### src/rtl/spi_hold_mem_pkg.sv
package spi_hold_mem_pkg;

  typedef enum logic [2:0] {
    ST_IDLE, ST_CMD, ST_ADDR, ST_RD, ST_WR, ST_RDSR, ST_WRSR, ST_DONE
  } st_e;

  localparam logic [7:0] OP_WREN = 8'h06;
  localparam logic [7:0] OP_WRDI = 8'h04;
  localparam logic [7:0] OP_RDSR = 8'h05;
  localparam logic [7:0] OP_WRSR = 8'h01;
  localparam logic [7:0] OP_READ = 8'h03;
  localparam logic [7:0] OP_WRIT = 8'h02;

  // top two address bits against region-protect code
  function automatic logic region_locked(input logic [1:0] bp, input logic [1:0] top2);
    case (bp)
      2'b01:   return top2 == 2'b11;
      2'b10:   return top2[1];
      2'b11:   return 1'b1;
      default: return 1'b0;
    endcase
  endfunction

endpackage

### src/rtl/spi_hold_mem_edge.sv
module spi_hold_mem_edge (
  input  logic clk_i,
  input  logic rst_ni,
  input  logic cs_ni,
  input  logic sck_i,
  input  logic hold_ni,
  output logic start_o,
  output logic stop_o,
  output logic rise_o,
  output logic fall_o
);
  logic cs_q, sck_q;

  // pin history frozen while paused
  always_ff @(posedge clk_i or negedge rst_ni) begin
    if (!rst_ni) begin
      cs_q  <= 1'b1;
      sck_q <= 1'b0;
    end else if (hold_ni) begin
      cs_q  <= cs_ni;
      sck_q <= sck_i;
    end
  end

  assign start_o = hold_ni & cs_q & ~cs_ni;
  assign stop_o  = hold_ni & ~cs_q & cs_ni;
  assign rise_o  = hold_ni & ~cs_ni & ~sck_q & sck_i;
  assign fall_o  = hold_ni & ~cs_ni & sck_q & ~sck_i;
endmodule

### src/rtl/spi_hold_mem_array.sv
module spi_hold_mem_array #(
  parameter int DEPTH = 256,
  parameter int DW    = 8,
  localparam int AW   = $clog2(DEPTH)
) (
  input  logic          clk_i,
  input  logic          rst_ni,
  input  logic          we_i,
  input  logic [AW-1:0] addr_i,
  input  logic [DW-1:0] wdata_i,
  output logic [DW-1:0] rdata_o
);
  logic [DW-1:0] mem_q [DEPTH];

  always_ff @(posedge clk_i or negedge rst_ni) begin
    if (!rst_ni) begin
      for (int i = 0; i < DEPTH; i++) mem_q[i] <= '0;
    end else if (we_i) begin
      mem_q[addr_i] <= wdata_i;
    end
  end

  assign rdata_o = mem_q[addr_i];
endmodule

### src/rtl/spi_hold_mem.sv
module spi_hold_mem
  import spi_hold_mem_pkg::*;
#(
  parameter int DEPTH = 256
) (
  input  logic clk_i,
  input  logic rst_ni,
  input  logic cs_ni,
  input  logic sck_i,
  input  logic si_i,
  input  logic wp_ni,
  input  logic hold_ni,
  output logic so_o,
  output logic so_oe_o,
  output logic standby_o
);
  localparam int AW = $clog2(DEPTH);
  localparam int ABITS = 16;
  localparam logic [AW-1:0] A_ONE = AW'(1);
  localparam logic [3:0] ALAST = 4'(ABITS - 1);

  st_e           state_q;
  logic [3:0]    bit_cnt_q;
  logic [7:0]    sh_q, out_sh_q;
  logic [2:0]    out_cnt_q;
  logic [AW-1:0] addr_q;
  logic          is_rd_q, wr_seen_q, wel_q, wpen_q, so_q, out_live_q;
  logic [1:0]    bp_q;

  logic start, stop, rise, fall;
  logic [7:0] sh_nx, rdata, status, cur;
  logic byte_done, mem_we;

  spi_hold_mem_edge u_edge (
    .clk_i  (clk_i),
    .rst_ni (rst_ni),
    .cs_ni  (cs_ni),
    .sck_i  (sck_i),
    .hold_ni(hold_ni),
    .start_o(start),
    .stop_o (stop),
    .rise_o (rise),
    .fall_o (fall)
  );

  assign sh_nx     = {sh_q[6:0], si_i};
  assign byte_done = bit_cnt_q[2:0] == 3'd7;
  assign status    = {wpen_q, 3'b000, bp_q, wel_q, 1'b0};
  assign mem_we    = rise && state_q == ST_WR && byte_done && wel_q &&
                     !region_locked(bp_q, addr_q[AW-1 -: 2]);
  assign cur       = (out_cnt_q == 3'd0) ? ((state_q == ST_RD) ? rdata : status) : out_sh_q;

  spi_hold_mem_array #(.DEPTH(DEPTH), .DW(8)) u_array (
    .clk_i  (clk_i),
    .rst_ni (rst_ni),
    .we_i   (mem_we),
    .addr_i (addr_q),
    .wdata_i(sh_nx),
    .rdata_o(rdata)
  );

  always_ff @(posedge clk_i or negedge rst_ni) begin
    if (!rst_ni) begin
      state_q    <= ST_IDLE;
      bit_cnt_q  <= '0;
      sh_q       <= '0;
      out_sh_q   <= '0;
      out_cnt_q  <= '0;
      addr_q     <= '0;
      is_rd_q    <= 1'b0;
      wr_seen_q  <= 1'b0;
      wel_q      <= 1'b0;
      wpen_q     <= 1'b0;
      bp_q       <= '0;
      so_q       <= 1'b0;
      out_live_q <= 1'b0;
    end else if (start) begin
      state_q    <= ST_CMD;
      bit_cnt_q  <= '0;
      out_cnt_q  <= '0;
      wr_seen_q  <= 1'b0;
      out_live_q <= 1'b0;
    end else if (stop) begin
      state_q    <= ST_IDLE;
      out_live_q <= 1'b0;
      if (wr_seen_q) wel_q <= 1'b0;
    end else if (rise) begin
      unique case (state_q)
        ST_CMD: begin
          sh_q      <= sh_nx;
          bit_cnt_q <= bit_cnt_q + 4'd1;
          if (byte_done) begin
            bit_cnt_q <= '0;
            unique case (sh_nx)
              OP_WREN: begin wel_q <= 1'b1; state_q <= ST_DONE; end
              OP_WRDI: begin wel_q <= 1'b0; state_q <= ST_DONE; end
              OP_RDSR: state_q <= ST_RDSR;
              OP_WRSR: begin state_q <= ST_WRSR; wr_seen_q <= 1'b1; end
              OP_READ: begin state_q <= ST_ADDR; is_rd_q <= 1'b1; end
              OP_WRIT: begin state_q <= ST_ADDR; is_rd_q <= 1'b0; wr_seen_q <= 1'b1; end
              default: state_q <= ST_DONE;
            endcase
          end
        end
        ST_ADDR: begin
          addr_q    <= {addr_q[AW-2:0], si_i};  // high address bits fall off
          bit_cnt_q <= bit_cnt_q + 4'd1;
          if (bit_cnt_q == ALAST) begin
            bit_cnt_q <= '0;
            state_q   <= is_rd_q ? ST_RD : ST_WR;
          end
        end
        ST_WR: begin
          sh_q      <= sh_nx;
          bit_cnt_q <= bit_cnt_q + 4'd1;
          if (byte_done) begin
            bit_cnt_q <= '0;
            addr_q    <= addr_q + A_ONE;
          end
        end
        ST_WRSR: begin
          sh_q      <= sh_nx;
          bit_cnt_q <= bit_cnt_q + 4'd1;
          if (byte_done) begin
            bit_cnt_q <= '0;
            state_q   <= ST_DONE;
            if (wel_q && !(wpen_q && !wp_ni)) begin
              wpen_q <= sh_nx[7];
              bp_q   <= sh_nx[3:2];
            end
          end
        end
        default: ;
      endcase
    end else if (fall && (state_q == ST_RD || state_q == ST_RDSR)) begin
      so_q       <= cur[7];
      out_sh_q   <= {cur[6:0], 1'b0};
      out_cnt_q  <= out_cnt_q + 3'd1;
      out_live_q <= 1'b1;
      if (out_cnt_q == 3'd7 && state_q == ST_RD) addr_q <= addr_q + A_ONE;
    end
  end

  assign so_o      = so_q;
  assign so_oe_o   = out_live_q & hold_ni & ~cs_ni & (state_q == ST_RD || state_q == ST_RDSR);
  assign standby_o = cs_ni;
endmodule

### config.mk
export PLATFORM = sky130hd
export DESIGN_NAME = spi_hold_mem
export DESIGN_NICKNAME = d
export VERILOG_FILES = /design/src/rtl/spi_hold_mem_pkg.sv /design/src/rtl/spi_hold_mem_edge.sv /design/src/rtl/spi_hold_mem_array.sv /design/src/rtl/spi_hold_mem.sv
export SDC_FILE = /design/constraint.sdc
export NUM_CORES = 2
export LEC_CHECK = 0
export BUFFER_PORTS_ARGS = -buffer_cell sky130_fd_sc_hd__buf_2
export CAP_MARGIN = 20
export CORE_MARGIN = 8
export CORE_UTILIZATION = 40
export CTS_CLUSTER_DIAMETER = 100
export DETAILED_ROUTE_END_ITERATION = 16
export SKIP_LAST_GASP = 1
export SLEW_MARGIN = 10
export SYNTH_ARGS = -nofsm -noshare
export SYNTH_HDL_FRONTEND = slang
export SYNTH_SLANG_ARGS = --single-unit
### constraint.sdc
create_clock -name clk_i -period 3.77 [get_ports clk_i]
set_input_delay 0.5655 -clock clk_i [delete_from_list [all_inputs] [get_ports clk_i]]
set_output_delay 0.5655 -clock clk_i [all_outputs]
set_load 0.02 [all_outputs]
### Yosys cells after proc, flatten, opt, wreduce, memory -nomap -nowiden

Cells that the tools add are included.

| cells by class | value |
|---|---|
| $add $sub $neg | 3 |
| multipliers | 0 |
| divide/modulo/power cells | 0 |
| order comparisons | 2 |
| equal/unequal tests | 28 |
| shift operators | 0 |
| multiplexer cells | 50 |
| bitwise logic cells | 20 |
| reductions and logical operators | 44 |

Operator list:

| operator | number |
|---|---|
| bitwise mux 2048 bit | 1 |
| two-way mux 8 bit | 9 |
| binary-select mux 8 bit (select 8 bit) | 1 |
| demux 8 bit (select 8 bit) | 1 |
| two-way mux 3 bit | 11 |
| == test 8 x 3 -> 1 bit (second input constant) | 3 |
| AND reduction 6 bit | 4 |
| nonzero test 2 bit | 11 |
| two-way mux 4 bit | 5 |
| case mux 3 bit (3 select lines) | 2 |
| == test 8 x 2 -> 1 bit (second input constant) | 2 |
| case mux 8 bit (2 select lines) | 1 |
| == test 3 bit (second input constant) | 5 |
| two-way mux 1 bit | 15 |
| bitwise AND 1 bit | 12 |
| != test 4 bit (second input constant) | 3 |
| nonzero test 3 bit | 4 |
| AND reduction 5 bit | 2 |
| >= comparator 9 bit (second input constant) | 1 |
| logical AND 1 bit | 9 |
| < comparator 9 x 1 -> 1 bit (second input constant) | 1 |
| inverter 8 -> 9 bit | 1 |
| adder 8 x 1 -> 8 bit (second input constant) | 1 |
| == test 8 x 1 -> 1 bit (second input constant) | 1 |
| other kinds (23) | 41 |

| word-level totals | value |
|---|---|
| register bits | 2090 |
| bits in latches | 0 |
| RAM bits | 0 |
| bits in read-only memories | 0 |
| input port bits | 7 |
| logic and storage cells | 418 |
| memories | 0 |

### Depth between registers and ports, before layout

| logic depth | value |
|---|---|
| depth in word-level cells | 9 |
| depth in mapped cells | 14 |
| gate-level depth less buffers | 9 |

### Modules after synthesis

From an unflattened synthesis, not the netlist that was laid out.

| unflattened totals | value |
|---|---|
| cell total of the unflattened synthesis | 6083 |
| area, all modules | 95141.2 um^2 |

Modules (own cells, without submodules):

| module | times used | cells each | area an instance (um^2) | sequential area each (um^2) |
|---|---|---|---|---|
| spi_hold_mem_array | 1 | 5822 | 92583.8 | 51249.2 |
| spi_hold_mem | 1 | 253 | 2438.6 | 1001.0 |
| spi_hold_mem_edge | 1 | 8 | 118.9 | 51.3 |

### Least setup slack after synthesis

No wires, ideal clock.

| timing path | value |
|---|---|
| path type | reg-to-reg |
| start | register addr_q[0] |
| end | register u_array.mem_q[1192] (netlist bit) |
| setup time | 0.125 ns |
| arrival | 3.165 ns |
| slack | 0.481 ns |
| cell stages (with the launch flop) | 15 |
| path buffers | 9 |
| clock period less this slack | 3.289 ns |
| path through | dfrtp_1 clkbuf_2 buf_4 buf_4 buf_4 buf_4 buf_4 buf_4 inv_1 ha_1 and2_1 clkbuf_1 buf_1 nand2_1 mux2_2 |

| on the way | value |
|---|---|
| cells in the longest elaborated chain, start to end | 6 |
| elaborated cells on any way between the ends | 7 |
| those cells by class | order compare (2); mux (3); bitwise (1); reduce/logical (1) |

Ends and longest elaborated chain:

| item | line | RTL |
|---|---|---|
| start: declaration | spi_hold_mem.sv:26 | `logic [AW-1:0] addr_q;` |
| start signal: assignment | spi_hold_mem.sv:106 | `addr_q <= {addr_q[AW-2:0], si_i};` |
| start signal: assignment | spi_hold_mem.sv:118 | `addr_q <= addr_q + A_ONE;` |
| start signal: assignment | spi_hold_mem.sv:140 | `if (out_cnt_q == 3'd7 && state_q == ST_RD) addr_q <= addr_q + A_ONE;` |
| inverter 8 -> 9 bit (not written as such) (*) | spi_hold_mem_array.sv:19 | `mem_q[addr_i] <= wdata_i;` |
| >= comparator 9 bit (not written as such) or < comparator 9 x 1 -> 1 bit (tied branches) | spi_hold_mem_array.sv:19 |  |
| logical AND 1 bit (not written as such) | spi_hold_mem_array.sv:19 |  |
| two-way mux 8 bit (not written as such) | spi_hold_mem_array.sv:19 |  |
| demux 8 bit (select 8 bit) (*) | spi_hold_mem_array.sv:19 |  |
| bitwise mux 2048 bit (*) | spi_hold_mem_array.sv:19 |  |
| end signal: indexed assignment | spi_hold_mem_array.sv:19 |  |
| end: declaration | spi_hold_mem_array.sv:13 | `logic [DW-1:0] mem_q [DEPTH];` |

Mark *: on every way between the ends. The rest lies on a longest branch, timed or not.
A chain may end at the register's enable or synchronous reset.

### Worst setup path in the final report

| timing path | value |
|---|---|
| start | register addr_q[0] |
| end | register out_sh_q[4] |

| on the way | value |
|---|---|
| cells in the longest elaborated chain, start to end | 6 |

Ends and longest elaborated chain:

| item | line | RTL |
|---|---|---|
| inverter 8 -> 9 bit (not written as such) | spi_hold_mem_array.sv:23 | `assign rdata_o = mem_q[addr_i];` |
| binary-select mux 8 bit (select 8 bit) | spi_hold_mem_array.sv:23 |  |
| two-way mux 8 bit (not written as such) (2 in a row) | spi_hold_mem_array.sv:23 |  |
| two-way mux 8 bit (2 in a row) | spi_hold_mem.sv:51 | `assign cur = (out_cnt_q == 3'd0) ? ((state_q == ST_RD) ? rdata : status) : out_sh_q;` |
| end signal: assignment | spi_hold_mem.sv:137 | `out_sh_q <= {cur[6:0], 1'b0};` |
| end: declaration | spi_hold_mem.sv:24 | `logic [7:0] sh_q, out_sh_q;` |

Every way passes these cells. The select of a mux whose other input is x is not followed.

==> metrics.cfg <==
[outcome]
outcome = finished clean

[cells_and_area]
fillers = 20900
final_common_cell = dfrtp_1
layout.nets = 6314
layout_common_cells = dfrtp_1, mux2_2, mux4_2, nand2_1, mux2i_1
drive_gt1_frac = 0.502
fin_util = 0.454
syn2layout_area_growth_pct = 12.7

[clocking]
clk_latency_ns = 0.88
cts_tree = built
cts_root_buffer = clkbuf_16
cts_setup_buffers = 0
cts_sinks = 2090
cts_inserted_buffers = 218
clk_pin_slew_ns = 0.06
clockBufferDepth = 3
htreeDepth = 4

[drt]
first_pass_iters = 6
drc = 0
vias = 56200
drtAntennaViolNets = 0
wl_um = 274000
viasPerCell = 5.82
avgRoutedWirePerCell_um = 28.4
drtIter0Drc = 4202

[die]
die_h_um = 505
num_rows = 179
start_util = 0.402
die_w_um = 505
dieArea_mm2 = 0.255
core_area_mm2 = 0.238
io_pins = 10

[synthesis]
synth_nets = 6291
synth_top_area_frac = 0.546
syn_area_mm2 = 0.0958
async_flop_share = 1.00
yosysSeqAreaShare = 0.546
synth_cell_type_count = 62
yosys-top-cells-area = dfrtp_1, mux2_2, mux4_2, mux2i_1, clkbuf_1
syn_inst = 6275
avgSynthCellArea_um2 = 15.3
synth-seq-cells = 2090
synth_top_cell_by_area = dfrtp_1
synth_warnings = 0
postSynth.topFlopCell = dfrtp_1
synth_edf_count = 0

[worst_setup_path]
crit_path_top_delay_cell = dfrtp_4
slowest_delay_ns = 0.62
r2r_slack_ns = 0.08
crit_path_max_fanout = 29
cp.arrival_ns = 4.43
path_delay_family = buffers and inverters
path_buf_inv = 4
path_class = flop to flop
startpoint_type = flop
r2r_start = addr_q[0]$_DFFE_PN0P_
crit_chain = buf_12 > buf_12 > buf_4 > mux4_2 > mux2i_1 > o22ai_1 > o311ai_0 > buf_4 > a31oi_1
rr_endpoint = out_sh_q[4]$_DFFE_PN0P_
critPathRequiredTime_ns = 4.50
r2r_cells = 9
crit_path_end_kind = flop

[placement]
place_worst_setup_slack_ns = -0.0921
dp_hpwl_um = 178000
finalWeightedCongestion = 0.866
port_buffers = 9

[worst_hold_path]
whs_path_depth = 3
hold_path.class = input pin to flop
min_from = hold_ni
hold_end = u_edge.cs_q$_DFFE_PN1P_

[timing]
fin_crit_ns = 3.69
rsz0062_at_grt = false
clock_skew_ns = 0.0650
finalWorstSetupSlack_ns = 0.0784
hold_viol = 0
finalCritPeriodShare = 0.979
tightestPinTransition_ns = 1.26
max_slew_margin = 0.162
fmax_mhz = 271
setup_viol = 0
maxSlewViolCount = 0
final.setup.tns_ns = 0
whs_ns = 0.0798

[global_route]
grt_first_pass_wirelength_um = 410000
grt_pass1_vias = 59200
grt_max_degree = 163
grt_use_total = 0.212
grt_overflow = 0
antenna_found_initial = 7

[power]
p_per_area_mw_per_mm2 = 426
p_leak_nw = 52.5
p_total_mw = 46.1
ir_drop_mv = 0.505

[job]
maxCapViolCount = 0

flip-flops by register name (all words and copies together) (netlist names):
name           cells
u_array.mem_q   2048
wr_seen_q          1
out_cnt_q          3
u_edge.sck_q       1
sh_q               7
wel_q              1
bp_q               2
u_edge.cs_q        1
is_rd_q            1
state_q            3
wpen_q             1
so_o               1
out_live_q         1
out_sh_q           7
addr_q             8
bit_cnt_q          4
cells by family after synthesis:
group           synth area share
simple gates              0.0283
fa+ha+maj                0.00118
mux                        0.379
compound gates            0.0232
flops                      0.546
xor+xnor                0.000183
buf+inv                   0.0224
routing by layer:
layer,GRT usage,vias to the layer above,share of wire
met5,0,-,0.000026
met4,0.0769,2,0.040
met3,0.0415,469,0.056
met2,0.339,1457,0.47
met1,0.290,30700,0.44
li1,-,23500,-
report_power, final:
group          total (mW)  switching [mW]  internal, mW  leakage [nW]
clock                21.4            9.27          12.1          3.54
combinational        2.03            1.55         0.479          19.8
sequential           22.6           0.147          22.5          29.2
total                46.1            11.0          35.1          52.5
stage by stage:
step	instances	instance area (um^2)
CTS	9641	108000
global route	9642	108000
floorplan	6275	95800
finish	9644	108000
global placement	9243	101000
detailed placement	9244	101000
final cells by class:
class	count	area (um^2)	area share
Inverter	8	30.0	0.000278
Clock inverter	67	738	0.00684
Timing Repair Buffer	289	3070	0.0285
Clock buffer	329	6430	0.0596
Antenna cell	3	7.51	0.0000695
Multi-Input combinational cell	3691	41400	0.383
Tap cell	3167	3960	0.0367
Sequential cell	2090	52300	0.485
worst max path at each step:
stage	endpoint	depth (start not counted)	slack, ns	start
after global routing	out_sh_q[6]$_DFFE_PN0P_	11	0.02	addr_q[0]$_DFFE_PN0P_
final	out_sh_q[4]$_DFFE_PN0P_	9	0.08	addr_q[0]$_DFFE_PN0P_
after global placement	u_array.mem_q[65]$_DFFE_PN0P_	10	-0.12	cs_ni
after CTS	out_sh_q[2]$_DFFE_PN0P_	9	0.11	addr_q[2]$_DFFE_PN0P_
after floorplan	u_array.mem_q[1192]$_DFFE_PN0P_	14	0.48	addr_q[0]$_DFFE_PN0P_
after detailed placement	u_array.mem_q[350]$_DFFE_PN0P_	10	-0.09	cs_ni
repair_timing:
item | in CTS | in global routing
endpoints found under the setup margin | 0 | 1
gates resized for setup | 0 | 1
hold buffers | 1 | 0
endpoints found under the hold margin | 280 | 0
synthesized netlist by cell type, drive strengths merged, types with 16 or more instances:
master / count
dfrtp: 2089
mux2: 2076
mux4: 475
clkbuf: 349
nand2: 345
mux2i: 220
buf: 137
nor2: 67
o21ai: 58
a21oi: 57
a22oi: 48
nand3: 37
a221oi: 33
nor3: 30
nor2b: 22
o22ai: 22
and2: 20
a211oi: 19
a31oi: 18
o221ai: 16
worst min-delay path, stage by stage:
cell and delay (ns):
buf_2 0.09, buf_4 0.19, o21ai_0 0.10
Note: power is estimated with default switching activity, not from simulation.
